[src/rtl/chipset_rst_pulser.sv]
module chipset_rst_pulser #(
  parameter int CLK_HZ      = 50_000_000,
  parameter int COLD_US     = 100,
  parameter int WARM_US     = 10,
  parameter int COLD_MIN_NS = 91_000,
  parameter int WARM_MIN_NS = 500
) (
  input  logic clk,
  input  logic rst_n,
  input  logic cold_req,
  input  logic warm_req,
  input  logic shut_req,
  input  logic pwr_ok,
  input  logic hardoff_reached,
  output logic pwrok_force_low,
  output logic rcin_n,
  output logic shut_drive,
  output logic busy
);

  localparam int TPU    = CLK_HZ / 1_000_000;
  localparam int PW     = (TPU > 1) ? $clog2(TPU) : 1;
  localparam int MAX_US = (COLD_US > WARM_US) ? COLD_US : WARM_US;
  localparam int UW     = $clog2(MAX_US + 1);

  if (TPU < 1) begin : g_bad_clk
    $error("clock below 1 MHz cannot time microseconds");
  end
  if (COLD_US * 1000 < COLD_MIN_NS) begin : g_bad_cold
    $error("cold pulse shorter than its minimum");
  end
  if (WARM_US * 1000 < WARM_MIN_NS) begin : g_bad_warm
    $error("warm pulse shorter than its minimum");
  end

  typedef enum logic [1:0] {IDLE, COLD, WARM} mode_t;

  mode_t          mode_q;
  logic [PW-1:0]  pre_q;
  logic [UW-1:0]  us_q;
  logic           shut_q;

  wire            pre_wrap   = (pre_q == PW'(TPU - 1));
  wire [UW-1:0]   last_us    = (mode_q == COLD) ? UW'(COLD_US - 1) : UW'(WARM_US - 1);
  wire            pulse_done = pre_wrap && (us_q == last_us);

  assign busy            = (mode_q != IDLE) || shut_q;
  assign pwrok_force_low = (mode_q == COLD);
  assign rcin_n          = (mode_q != WARM);
  assign shut_drive      = shut_q;

  wire start_cold = cold_req && !busy && !shut_req && pwr_ok;
  wire start_warm = warm_req && !busy && !shut_req && !start_cold;

  always_ff @(posedge clk or negedge rst_n) begin
    if (!rst_n) begin
      shut_q <= 1'b0;
    end else if (shut_req) begin
      shut_q <= 1'b1;
    end else if (hardoff_reached) begin
      shut_q <= 1'b0;
    end
  end

  always_ff @(posedge clk or negedge rst_n) begin
    if (!rst_n) begin
      mode_q <= IDLE;
      pre_q  <= '0;
      us_q   <= '0;
    end else if (shut_req || mode_q == IDLE || pulse_done) begin
      pre_q  <= '0;
      us_q   <= '0;
      if (shut_req || mode_q != IDLE) mode_q <= IDLE;
      else if (start_cold)            mode_q <= COLD;
      else if (start_warm)            mode_q <= WARM;
    end else if (pre_wrap) begin
      pre_q <= '0;
      us_q  <= us_q + 1'b1;
    end else begin
      pre_q <= pre_q + 1'b1;
    end
  end

  assert_cold_noop_R2: assert property (@(posedge clk) disable iff (!rst_n)
    (cold_req && !warm_req && !shut_req && !busy && !pwr_ok) |=> (!pwrok_force_low && !busy));

  assert_warm_isolated_R4: assert property (@(posedge clk) disable iff (!rst_n)
    !rcin_n |-> !pwrok_force_low);

  assert_shut_set_R5: assert property (@(posedge clk) disable iff (!rst_n)
    shut_req |=> shut_drive);

  assert_shut_hold_R5: assert property (@(posedge clk) disable iff (!rst_n)
    (shut_drive && !hardoff_reached) |=> shut_drive);

  assert_shut_abort_R6: assert property (@(posedge clk) disable iff (!rst_n)
    shut_req |=> (rcin_n && !pwrok_force_low));

  assert_busy_cover_R7: assert property (@(posedge clk) disable iff (!rst_n)
    (!rcin_n || pwrok_force_low || shut_drive) |-> busy);

  assert_ignore_busy_R8: assert property (@(posedge clk) disable iff (!rst_n)
    (pwrok_force_low && !shut_req && !$past(shut_req)) |=> rcin_n);

endmodule

[config.mk]
export PLATFORM = sky130hd
export DESIGN_NAME = chipset_rst_pulser
export DESIGN_NICKNAME = d
export VERILOG_FILES = /design/src/rtl/chipset_rst_pulser.sv
export SDC_FILE = /design/constraint.sdc
export NUM_CORES = 1
export LEC_CHECK = 0
export ABC_AREA = 1
export BUFFER_PORTS_ARGS = -buffer_cell sky130_fd_sc_hd__buf_2
export CAP_MARGIN = 40
export CORE_AREA = 2 2 49 51
export CTS_CLUSTER_DIAMETER = 50
export DETAILED_ROUTE_END_ITERATION = 8
export DIE_AREA = 0 0 51 53
export GPL_ROUTABILITY_DRIVEN = 0
export GPL_TIMING_DRIVEN = 0
export HOLD_SLACK_MARGIN = 0.12
export PLACE_DENSITY = 0.67
export RECOVER_POWER = 100
export SETUP_SLACK_MARGIN = 0.2
export SYNTH_ARGS = -nofsm -noshare
export SYNTH_HDL_FRONTEND = slang
export SYNTH_SLANG_ARGS = --single-unit
[constraint.sdc]
create_clock -name clk -period 1.7 [get_ports clk]
set_input_delay 0.255 -clock clk [delete_from_list [all_inputs] [get_ports clk]]
set_output_delay 0.255 -clock clk [all_outputs]
set_load 0.1 [all_outputs]
==> impl_results.md <==
* Status: finished, final reports clean
* Slew @ Worst Pin at 878 ps
* Rel. slew slack at 0.414
* DRT Pass-1 Iters at 4
* Initial antenna violation count at 0
* TritonCTS clock tree: done
* Pleak at 0.499 nW
* Total chip power at 1.04 mW
* Setup crit start: pre_q[1]$_DFF_PN0_
* Later-pin clock latency in the skew report at 290 ps
* DP Area at 990 um2
* Drt drc at 0
* Syn Area/Cell at 8.12 um2
* RSZ-0062 raised after global routing: yes
* Non-filler cells in the finished layout at 156
* Mapped Nets at 120
* Largest net degree at the start of global routing at 17
* Worst Skew at 1.90 ps
* RR Startpoint: pre_q[1]$_DFF_PN0_
* Post-DP HPWL at 1170 um
* Multi-input logic area at 447 um2
* Fin nets at 139
* Worst setup EP type: flip-flop
* Sequential fraction of the synthesis area at 0.448
* Worst Hold Class: in2reg
* DRT Wirelength at 1640 um
* Fin. Hold Viols at 0
* Area delta synth->final at 17.9%
* Cell count after placement at 148
* Die Height at 53 um
* Ys Warns at 0
* Antenna-violating nets left at 0
* Fin area at 1050 um2
* Post-layout min period at 1510 ps
* Starting DRT DRC Count at 5
* Via count at 732
* Initial Util at 0.416
* Root Buffer: clkbuf_4
* GRT Residual Overflow at 0
* CP Class: reg2reg
* Total track usage at 0.135
* Total die area at 2700 um2
* Core Box Area at 2150 um2
* Setup TNS at 0 ps
* Max clock buf depth at 2
* Fill count at 202
* Flops & latches, synth at 16
* CP Launch Type: flip-flop
* Num CTS Buffers at 3
* Max Fclk at 661 MHz
* Vias in the first global route at 629
* Clk sink count at 16
* IO Count at 11
* Max cap viols at 0
* Register cell area after layout at 402 um2
* Diodes inserted at 0
* Synth unique cells at 19
* Share of cells above drive strength 1 at 0.211
* Post-synthesis cell count at 110
* Setup violators final at 0
* Most frequent cells in the layout: nor2_1, nand2_1, inv_1, dfrtp_1, nand3_1
* FP Rows at 17
* Number of vias per cell at 4.69
* First-pass GRT wire length at 2650 um
* Worst Path Required at 1890 ps
* WP data arrival at 1700 ps
* Maximum vdd drop at 0.709 mV
* Per-cell routed wire length at 10.5 um
* CTS clock-pin slew for the worst setup and hold paths at 90 ps
* Hold_ws at 145 ps
* H-Tree Depth at 1
* HP Start: hardoff_reached
* PD cells at 982 nW/um2
* Final slew viol count at 0
* Mapped Area at 893 um2
* IO Port Bufs at 10
* Final period utilization at 0.891
* Die W at 51 um
* Crit-path max FO at 7
routing by layer:
layer / track usage / vias to the layer above / wire, um
li1: - / 377 / -
met1: 0.169 / 342 / 772
met2: 0.203 / 8 / 773
met3: 0.0508 / 5 / 63
met4: 0.0676 / 0 / 31
met5: 0 / - / 0
logic make-up (layout without fill, tap and decap cells):
group,count (synthesis),count (layout),synth area share
adders and majority gates,3,3,0.0420
DFF,16,16,0.448
and+or+nand+nor,65,66,0.350
buffers and inverters,16,33,0.0700
AOI/OAI and AO/OA,2,2,0.0112
xor gates and xnor gates,8,8,0.0784
where the power goes:
group	switching [mW]	internal, mW
combinational	0.280	0.101
clock	0.118	0.0914
sequential	0.0409	0.404
Yosys cell counts, drive strengths merged:
master	instances	area, um2
nand3	11	67.6
nor2	25	111
nand4	1	6.26
inv	15	58.8
nor3	2	10.0
xnor2	1	8.76
dfrtp	16	400
ha	3	37.5
nand2	26	118
a21oi	1	5.00
o21ai	1	5.00
clkinv	1	3.75
xor2	7	61.3
critical path, stage by stage (launching register included):
cell and delay (ps):
dfrtp_1 410, inv_1 70, ha_1 150, nand2_2 50, inv_1 90, nand3_4 130, nor2_1 150, nand2_2 90
nand2_4 100, inv_4 40, nand2_4 70, nor2_1 50
per-stage QoR:
| step | util | setup WS, ps |
|---|---|---|
| 2_1_floorplan | - | 106 |
| 3_3_place_gp | 0.461 | 256 |
| 3_5_place_dp | 0.461 | 225 |
| 4_1_cts | 0.482 | 152 |
| 5_1_grt | 0.490 | 93.3 |
| 6_report | 0.490 | 186 |
registers in the layout (all words and copies together) (netlist names):
name,flops
pre_q,6
shut_drive,1
mode_q,2
us_q,7
worst paths after layout:
kind	to	slack (ps)	depth (start not counted)
worst max-delay path	pre_q[0]$_DFF_PN0_	190	11
worst min-delay path	shut_drive$_DFFE_PN0P_	150	2
worst max register to register	pre_q[0]$_DFF_PN0_	190	11
worst min register to register	pre_q[0]$_DFF_PN0_	490	1
max in group asynchronous	shut_drive$_DFFE_PN0P_	520	2
min in group asynchronous	pre_q[5]$_DFF_PN0_	590	2
layout make-up:
class | count | area share
clock buffers | 4 | 0.0249
well taps | 28 | 0.0333
inverters | 16 | 0.0594
multi-input cells | 79 | 0.424
flip-flops and latches | 16 | 0.381
repair buffers | 13 | 0.0772
repair_timing:
action / 4_1_cts / 5_1_grt
gates resized for setup: 4 / 6
cloned: 0 / 1
setup buffers: 0 / 2
setup endpoints to repair: 3 / 13
pin swaps: 0 / 2
endpoints found under the hold margin: 16 / 0
hold buffers: 1 / 0
Power figures use the tool's default switching activity.
